==> src/rtl/adc_frame_pkg.sv <==
package adc_frame_pkg;

    typedef enum logic [1:0] {
        K_CONV  = 2'd0,
        K_PWRUP = 2'd1,
        K_CAL   = 2'd2
    } frame_kind_t;

    typedef enum logic [2:0] {
        S_IDLE  = 3'd0,
        S_SETUP = 3'd1,
        S_LOW   = 3'd2,
        S_HIGH  = 3'd3,
        S_HOLD  = 3'd4,
        S_ACQ   = 3'd5
    } seq_state_t;

endpackage

==> src/rtl/adc_frame_arb.sv <==
module adc_frame_arb
    import adc_frame_pkg::*;
(
    input  logic        clk,
    input  logic        rst_n,
    input  logic        conv_req,
    input  logic        cal_req,
    input  logic        seq_idle,
    output logic        start,
    output frame_kind_t start_kind,
    output logic        busy
);

    typedef struct packed {
        logic pwrup;
        logic cal;
    } arb_t;

    arb_t a_d, a_q;

    always_comb begin
        a_d        = a_q;
        start      = 1'b0;
        start_kind = K_CONV;
        busy       = !seq_idle || a_q.pwrup || a_q.cal;

        if (seq_idle) begin
            if (a_q.pwrup) begin
                start      = 1'b1;
                start_kind = K_PWRUP;
                a_d.pwrup  = 1'b0;
            end else if (a_q.cal) begin
                start      = 1'b1;
                start_kind = K_CAL;
                a_d.cal    = 1'b0;
            end else if (conv_req) begin
                start      = 1'b1;
                start_kind = K_CONV;
            end
        end

        if (cal_req) begin
            a_d.cal = 1'b1;
        end
    end

    always_ff @(posedge clk or negedge rst_n) begin
        if (!rst_n) begin
            a_q.pwrup <= 1'b1;
            a_q.cal   <= 1'b0;
        end else begin
            a_q <= a_d;
        end
    end

endmodule

==> src/rtl/adc_frame_seq.sv <==
module adc_frame_seq
    import adc_frame_pkg::*;
#(
    parameter int CONV_HALF   = 1,
    parameter int CAL_HALF    = 2,
    parameter int SETUP_CYC   = 1,
    parameter int HOLD_CYC    = 1,
    parameter int ACQ_CYC     = 5,
    parameter int WORD_BITS   = 14,
    parameter int PWRUP_EDGES = 16,
    parameter int CAL_EDGES   = 32
) (
    input  logic        clk,
    input  logic        rst_n,
    input  logic        start,
    input  frame_kind_t start_kind,
    output logic        idle,
    output logic        sel_n,
    output logic        ser_clk,
    output logic        sample,
    output logic        frame_end,
    output frame_kind_t kind
);

    localparam int MAX_A   = (CONV_HALF > CAL_HALF) ? CONV_HALF : CAL_HALF;
    localparam int MAX_B   = (SETUP_CYC > HOLD_CYC) ? SETUP_CYC : HOLD_CYC;
    localparam int MAX_C   = (MAX_A > MAX_B) ? MAX_A : MAX_B;
    localparam int MAX_ALL = (MAX_C > ACQ_CYC) ? MAX_C : ACQ_CYC;
    localparam int CNT_W   = (MAX_ALL < 2) ? 1 : $clog2(MAX_ALL);
    localparam int EDGE_W  = $clog2(CAL_EDGES + 1);

    localparam logic [CNT_W-1:0]  CONV_M1  = CNT_W'(CONV_HALF - 1);
    localparam logic [CNT_W-1:0]  CAL_M1   = CNT_W'(CAL_HALF - 1);
    localparam logic [CNT_W-1:0]  SETUP_M1 = CNT_W'(SETUP_CYC - 1);
    localparam logic [CNT_W-1:0]  HOLD_M1  = CNT_W'(HOLD_CYC - 1);
    localparam logic [CNT_W-1:0]  ACQ_M1   = CNT_W'(ACQ_CYC - 1);
    localparam logic [EDGE_W-1:0] N_WORD   = EDGE_W'(WORD_BITS);
    localparam logic [EDGE_W-1:0] N_PWRUP  = EDGE_W'(PWRUP_EDGES);
    localparam logic [EDGE_W-1:0] N_CAL    = EDGE_W'(CAL_EDGES);

    typedef struct packed {
        seq_state_t        st;
        frame_kind_t       kind;
        logic [CNT_W-1:0]  cnt;
        logic [EDGE_W-1:0] edges;
        logic              sel_n;
        logic              sclk;
    } seq_t;

    seq_t s_d, s_q;
    logic [CNT_W-1:0]  half_m1;
    logic [EDGE_W-1:0] target;

    always_comb begin
        half_m1 = (s_q.kind == K_CONV) ? CONV_M1 : CAL_M1;
        case (s_q.kind)
            K_PWRUP: target = N_PWRUP;
            K_CAL:   target = N_CAL;
            default: target = N_WORD;
        endcase
    end

    always_comb begin
        s_d       = s_q;
        sample    = 1'b0;
        frame_end = 1'b0;

        case (s_q.st)
            S_IDLE: begin
                if (start) begin
                    s_d.st    = S_SETUP;
                    s_d.kind  = start_kind;
                    s_d.cnt   = SETUP_M1;
                    s_d.edges = '0;
                    s_d.sel_n = 1'b0;
                end
            end
            S_SETUP: begin
                if (s_q.cnt == '0) begin
                    s_d.st    = S_LOW;
                    s_d.sclk  = 1'b0;
                    s_d.edges = EDGE_W'(1);
                    s_d.cnt   = half_m1;
                    sample    = 1'b1;
                end else begin
                    s_d.cnt = s_q.cnt - 1'b1;
                end
            end
            S_LOW: begin
                if (s_q.cnt == '0) begin
                    s_d.st   = S_HIGH;
                    s_d.sclk = 1'b1;
                    s_d.cnt  = half_m1;
                end else begin
                    s_d.cnt = s_q.cnt - 1'b1;
                end
            end
            S_HIGH: begin
                if (s_q.cnt != '0) begin
                    s_d.cnt = s_q.cnt - 1'b1;
                end else if (s_q.edges == target) begin
                    s_d.st  = S_HOLD;
                    s_d.cnt = HOLD_M1;
                end else begin
                    s_d.st    = S_LOW;
                    s_d.sclk  = 1'b0;
                    s_d.edges = s_q.edges + 1'b1;
                    s_d.cnt   = half_m1;
                    sample    = (s_q.edges < N_WORD);
                end
            end
            S_HOLD: begin
                if (s_q.cnt == '0) begin
                    s_d.st    = S_ACQ;
                    s_d.sel_n = 1'b1;
                    s_d.cnt   = ACQ_M1;
                    frame_end = 1'b1;
                end else begin
                    s_d.cnt = s_q.cnt - 1'b1;
                end
            end
            S_ACQ: begin
                if (s_q.cnt == '0) begin
                    s_d.st = S_IDLE;
                end else begin
                    s_d.cnt = s_q.cnt - 1'b1;
                end
            end
            default: s_d.st = S_IDLE;
        endcase
    end

    always_ff @(posedge clk or negedge rst_n) begin
        if (!rst_n) begin
            s_q.st    <= S_IDLE;
            s_q.kind  <= K_CONV;
            s_q.cnt   <= '0;
            s_q.edges <= '0;
            s_q.sel_n <= 1'b1;
            s_q.sclk  <= 1'b1;
        end else begin
            s_q <= s_d;
        end
    end

    assign idle    = (s_q.st == S_IDLE);
    assign sel_n   = s_q.sel_n;
    assign ser_clk = s_q.sclk;
    assign kind    = s_q.kind;

endmodule

==> src/rtl/adc_frame_capture.sv <==
module adc_frame_capture
    import adc_frame_pkg::*;
#(
    parameter int RES_BITS  = 12,
    parameter int LEAD_BITS = 2
) (
    input  logic                clk,
    input  logic                rst_n,
    input  logic                sample,
    input  logic                ser_din,
    input  logic                frame_end,
    input  frame_kind_t         kind,
    output logic [RES_BITS-1:0] result,
    output logic                result_valid,
    output logic                frame_err
);

    localparam int WORD_BITS = RES_BITS + LEAD_BITS;

    typedef struct packed {
        logic [WORD_BITS-1:0] shift;
        logic [RES_BITS-1:0]  res;
        logic                 valid;
        logic                 err;
    } cap_t;

    cap_t c_d, c_q;

    always_comb begin
        c_d       = c_q;
        c_d.valid = 1'b0;
        c_d.err   = 1'b0;
        if (sample) begin
            c_d.shift = {c_q.shift[WORD_BITS-2:0], ser_din};
        end
        if (frame_end && (kind != K_PWRUP)) begin
            c_d.res   = c_q.shift[RES_BITS-1:0];
            c_d.valid = 1'b1;
            c_d.err   = |c_q.shift[WORD_BITS-1:RES_BITS];
        end
    end

    always_ff @(posedge clk or negedge rst_n) begin
        if (!rst_n) begin
            c_q <= '0;
        end else begin
            c_q <= c_d;
        end
    end

    assign result       = c_q.res;
    assign result_valid = c_q.valid;
    assign frame_err    = c_q.err;

endmodule

==> src/rtl/adc_frame_ctrl.sv <==
module adc_frame_ctrl
    import adc_frame_pkg::*;
#(
    parameter int CLK_NS    = 20,
    parameter int CONV_HALF = 1,
    parameter int CAL_HALF  = 2,
    parameter int SETUP_CYC = 1,
    parameter int HOLD_CYC  = 1,
    parameter int ACQ_CYC   = 5,
    parameter int RES_BITS  = 12
) (
    input  logic                clk,
    input  logic                rst_n,
    input  logic                conv_req,
    input  logic                cal_req,
    output logic                busy,
    output logic [RES_BITS-1:0] result,
    output logic                result_valid,
    output logic                frame_err,
    output logic                sel_n,
    output logic                ser_clk,
    input  logic                ser_din
);

    localparam int LEAD_BITS   = 2;
    localparam int WORD_BITS   = RES_BITS + LEAD_BITS;
    localparam int PWRUP_EDGES = 16;
    localparam int CAL_EDGES   = 32;

    // Serial clock period in ns times the MHz ceiling must reach 1000.
    if (2 * CONV_HALF * CLK_NS * 32 < 1000) begin : g_bad_conv_rate
        $error("conversion serial clock above 32 MHz");
    end
    if (2 * CAL_HALF * CLK_NS * 16 < 1000) begin : g_bad_cal_rate
        $error("calibration serial clock above 16 MHz");
    end
    if (SETUP_CYC * CLK_NS < 12) begin : g_bad_setup
        $error("select setup below 12 ns");
    end
    if (HOLD_CYC * CLK_NS < 10) begin : g_bad_hold
        $error("select hold below 10 ns");
    end
    if (ACQ_CYC * CLK_NS < 90) begin : g_bad_acq
        $error("acquisition gap below 90 ns");
    end

    logic        start;
    frame_kind_t start_kind;
    logic        seq_idle;
    logic        sample;
    logic        frame_end;
    frame_kind_t kind;

    adc_frame_arb u_arb (
        .clk        (clk),
        .rst_n      (rst_n),
        .conv_req   (conv_req),
        .cal_req    (cal_req),
        .seq_idle   (seq_idle),
        .start      (start),
        .start_kind (start_kind),
        .busy       (busy)
    );

    adc_frame_seq #(
        .CONV_HALF   (CONV_HALF),
        .CAL_HALF    (CAL_HALF),
        .SETUP_CYC   (SETUP_CYC),
        .HOLD_CYC    (HOLD_CYC),
        .ACQ_CYC     (ACQ_CYC),
        .WORD_BITS   (WORD_BITS),
        .PWRUP_EDGES (PWRUP_EDGES),
        .CAL_EDGES   (CAL_EDGES)
    ) u_seq (
        .clk        (clk),
        .rst_n      (rst_n),
        .start      (start),
        .start_kind (start_kind),
        .idle       (seq_idle),
        .sel_n      (sel_n),
        .ser_clk    (ser_clk),
        .sample     (sample),
        .frame_end  (frame_end),
        .kind       (kind)
    );

    adc_frame_capture #(
        .RES_BITS  (RES_BITS),
        .LEAD_BITS (LEAD_BITS)
    ) u_cap (
        .clk          (clk),
        .rst_n        (rst_n),
        .sample       (sample),
        .ser_din      (ser_din),
        .frame_end    (frame_end),
        .kind         (kind),
        .result       (result),
        .result_valid (result_valid),
        .frame_err    (frame_err)
    );

endmodule

==> config.mk <==
export PLATFORM = sky130hd
export DESIGN_NAME = adc_frame_ctrl
export DESIGN_NICKNAME = d
export VERILOG_FILES = /design/src/rtl/adc_frame_pkg.sv /design/src/rtl/adc_frame_arb.sv /design/src/rtl/adc_frame_seq.sv /design/src/rtl/adc_frame_capture.sv /design/src/rtl/adc_frame_ctrl.sv
export SDC_FILE = /design/constraint.sdc
export NUM_CORES = 1
export LEC_CHECK = 0
export BUFFER_PORTS_ARGS = -buffer_cell sky130_fd_sc_hd__buf_2
export CAP_MARGIN = 15
export CORE_MARGIN = 2
export CORE_UTILIZATION = 30
export CTS_CLUSTER_DIAMETER = 200
export DETAILED_ROUTE_END_ITERATION = 8
export MAX_ROUTING_LAYER = met4
export PLACE_DENSITY = 0.52
export SYNTH_ARGS = -nofsm -noshare
export SYNTH_HDL_FRONTEND = slang
export SYNTH_SLANG_ARGS = --single-unit
==> constraint.sdc <==
create_clock -name clk -period 3.4 [get_ports clk]
set_input_delay 0.34 -clock clk [delete_from_list [all_inputs] [get_ports clk]]
set_output_delay 0.34 -clock clk [all_outputs]
set_load 0.005 [all_outputs]
==> flow_summary.json <==
{
  "async_flop_share_pct": 100,
  "first_pass_iters": 4,
  "path_delay_family": "compound AO/OA/AOI/OAI gates",
  "outcome": "complete, no violations",
  "drt_wl_total_mm": 4.43,
  "drt_iter0_markers": 70,
  "path_cells": "inv_1, ha_1, or4b_4, a21oi_1, a21bo_2, mux2_1",
  "nNetsFinal": 231,
  "rsz0062_at_grt": "false",
  "drc_errors": 0,
  "fillers": 779,
  "cts_buffers": 5,
  "cts_tree": "done",
  "ant_nets": 0,
  "fin_util_pct": 33.9,
  "ys_ff_latch": 46,
  "power_density_mw_per_mm2": 702,
  "synth.cell_area_mm2": 0.00235,
  "tns_ns": 0,
  "grt.total_usage_pct": 11.6,
  "syn_inst": 210,
  "vias": 1586,
  "critical_path_buf_inv_count": 1,
  "viasPerCell": 4.93,
  "design.core.area_mm2": 0.00765,
  "placedCellCount": 313,
  "final_layout_size_suffix_gt1_share_pct": 22.7,
  "final_cells": 322,
  "insertion_delay_ns": 0.30,
  "tightest_slew_ns": 0.629,
  "required_ns": 3.58,
  "yosys.area.top_type_share_pct": 45.8,
  "wl_per_cell_um": 13.7,
  "hold_path.class": "primary input to async pin",
  "ios": 22,
  "cp_max_fo": 14,
  "clockRootBuffer": "clkbuf_8",
  "path_class": "flop to flop",
  "area_growth_pct": 10.4,
  "critPathLaunchType": "flop",
  "start_util_pct": 30.7,
  "dpl.hpwl_mm": 2.90,
  "arrival_ns": 2.48,
  "die_x_um": 92.5,
  "clock_sinks": 46,
  "multiInputGateArea_mm2": 0.00102,
  "max_freq_ghz": 0.434,
  "place.gp.congestion": 0.766,
  "drv_slew": 0,
  "yosys.area.top_type": "dfrtp_1",
  "r2r_cells": 6,
  "antenna_found_initial": 0,
  "p_leak_nw": 1.23,
  "yosysWarnings": 0,
  "die_h_um": 92.5,
  "fin_skew_ns": 0.00610,
  "worst-path-stages": 6,
  "finalHoldViolations": 0,
  "port_buffers": 21,
  "row_count": 32,
  "htreeDepth": 2,
  "grt_pass1_wl_mm": 7.69,
  "ff_latch_area_mm2": 0.00115,
  "syn-num-nets": 222,
  "slowest_stage": "or4b_4",
  "syn_avg_cell_area_um2": 11.2,
  "antennaDiodeCount": 0,
  "relSlewSlack_pct": 58.0,
  "min_period_ns": 2.31,
  "grt_max_degree": 47,
  "die_area_mm2": 0.00855,
  "hold_buffers": 0,
  "yosys-top-cells-area": "dfrtp_1 46%, mux2_1 7.7%, mux2_2 5.3%",
  "cts_buffer_depth": 2,
  "cpPeakStageDelay_ns": 0.49,
  "yosysSeqAreaShare_pct": 49.2,
  "postCtsSetupRepairBufs": 0,
  "setup_violations": 0,
  "grt_pass1_vias": 1581,
  "yosysUniqueCellTypes": 51,
  "power_mw": 1.82,
  "ir_drop_mv": 0.340,
  "synthFlopType": "dfrtp_1",
  "globalRouteOverflowTotal": 0,
  "cap_violations": 0,
  "end_kind": "flop",
  "synth_edf_count": 0,
  "clk_pin_slew_worst_paths_ns": 0.09,
  "timing.final.crit_share_pct": 67.8,
  "ctsResizeCount": 0
}
metal layers:
metal  track usage (%)  wire length, um  up-vias
li1                  -                -      775
met1              16.0             2210      769
met2              16.6             1940       38
met3              2.85              224        4
met4              4.23               51        0
met5                 -                0        -
metrics by stage:
stage / instance area [um^2] / setup slack [ns] / hold slack, ns
finish: 2590 / 1.09 / 0.0532
floorplan: 2350 / 1.29 / 0.0444
detailed placement: 2450 / 1.12 / 0.470
CTS: 2560 / 1.09 / 0.226
global placement: 2450 / 1.18 / 0.458
global route: 2590 / 0.956 / 0.0722
path summary, 6_finish.rpt:
check | from | endpoint | slack (ns)
max in group asynchronous | rst_n | u_arb.a_q[1]$_DFFE_PN1P_ | 2.74
worst max-delay path | u_seq.kind[0]$_DFFE_PN0P_ | u_cap.c_q[23]$_DFFE_PN0P_ | 1.09
worst min-delay path | rst_n | u_cap.result[6]$_DFFE_PN0P_ | 0.05
min in group clk | cal_req | u_arb.a_q[0]$_DFFE_PN0P_ | 0.24
worst max register to register | u_seq.kind[0]$_DFFE_PN0P_ | u_cap.c_q[23]$_DFFE_PN0P_ | 1.09
worst min register to register | u_seq.ser_clk$_DFFE_PN1P_ | u_seq.ser_clk$_DFFE_PN1P_ | 0.49
registers in the layout (all words and copies together), names as in the netlist:
signal / cells
u_arb.a_q: 2
u_cap.c_q: 14
u_cap.frame_err: 1
u_cap.result: 12
u_cap.result_valid: 1
u_seq.kind: 2
u_seq.s_q: 12
u_seq.sel_n: 1
u_seq.ser_clk: 1
cells in the final DEF (no fill, tap or decap), types with 2 or more instances in the layout:
cell | netlist | layout
inv_1 | 9 | 9
nand3_1 | 4 | 4
buf_2 | 1 | 21
nand2b_1 | 3 | 3
o31ai_1 | 2 | 2
ha_1 | 7 | 7
dfrtp_1 | 43 | 43
mux2_1 | 16 | 16
nor3_1 | 8 | 8
nand2_1 | 9 | 9
a21oi_1 | 9 | 9
o21ai_0 | 11 | 11
a32o_1 | 2 | 2
o21bai_1 | 2 | 2
xor2_1 | 2 | 2
a22o_1 | 2 | 2
dfstp_2 | 3 | 3
o2111ai_1 | 3 | 3
nand4b_1 | 2 | 2
mux2_2 | 11 | 11
clkbuf_8 | 0 | 5
o21a_1 | 2 | 2
nor2_1 | 11 | 11
o21ai_1 | 3 | 3
Yosys cell counts (2+ instances only):
library cell,instances
dfrtp_1,43
mux2_1,16
buf_4,13
mux2_2,11
nor2_1,11
o21ai_0,11
a21oi_1,9
inv_1,9
nand2_1,9
nor3_1,8
ha_1,7
clkbuf_1,6
nand3_1,4
dfstp_2,3
nand2b_1,3
o2111ai_1,3
o21ai_1,3
a22o_1,2
a32o_1,2
nand4b_1,2
o21a_1,2
o21bai_1,2
o31ai_1,2
xor2_1,2
kinds of logic after synthesis:
family | synth area share (%)
buffers and inverters | 7.25
flip-flops | 49.2
adder cells (fa/ha/maj) | 3.73
multiplexers | 13.4
AND/OR/NAND/NOR | 11.5
AO/OA/AOI/OAI | 14.2
XOR/XNOR | 0.746
layout make-up:
class | count | area share [%]
clock buffer | 5 | 2.66
inverter | 9 | 1.30
sequential | 46 | 44.6
tap | 102 | 4.93
multi-input combinational | 134 | 39.4
timing repair buffer | 23 | 5.41
clock inverter | 3 | 1.69
where the power goes:
part	internal, mW	switching (mW)
logic	0.257	0.317
registers	0.671	0.162
clock network	0.220	0.192
Note: power is estimated with default switching activity, not from simulation.
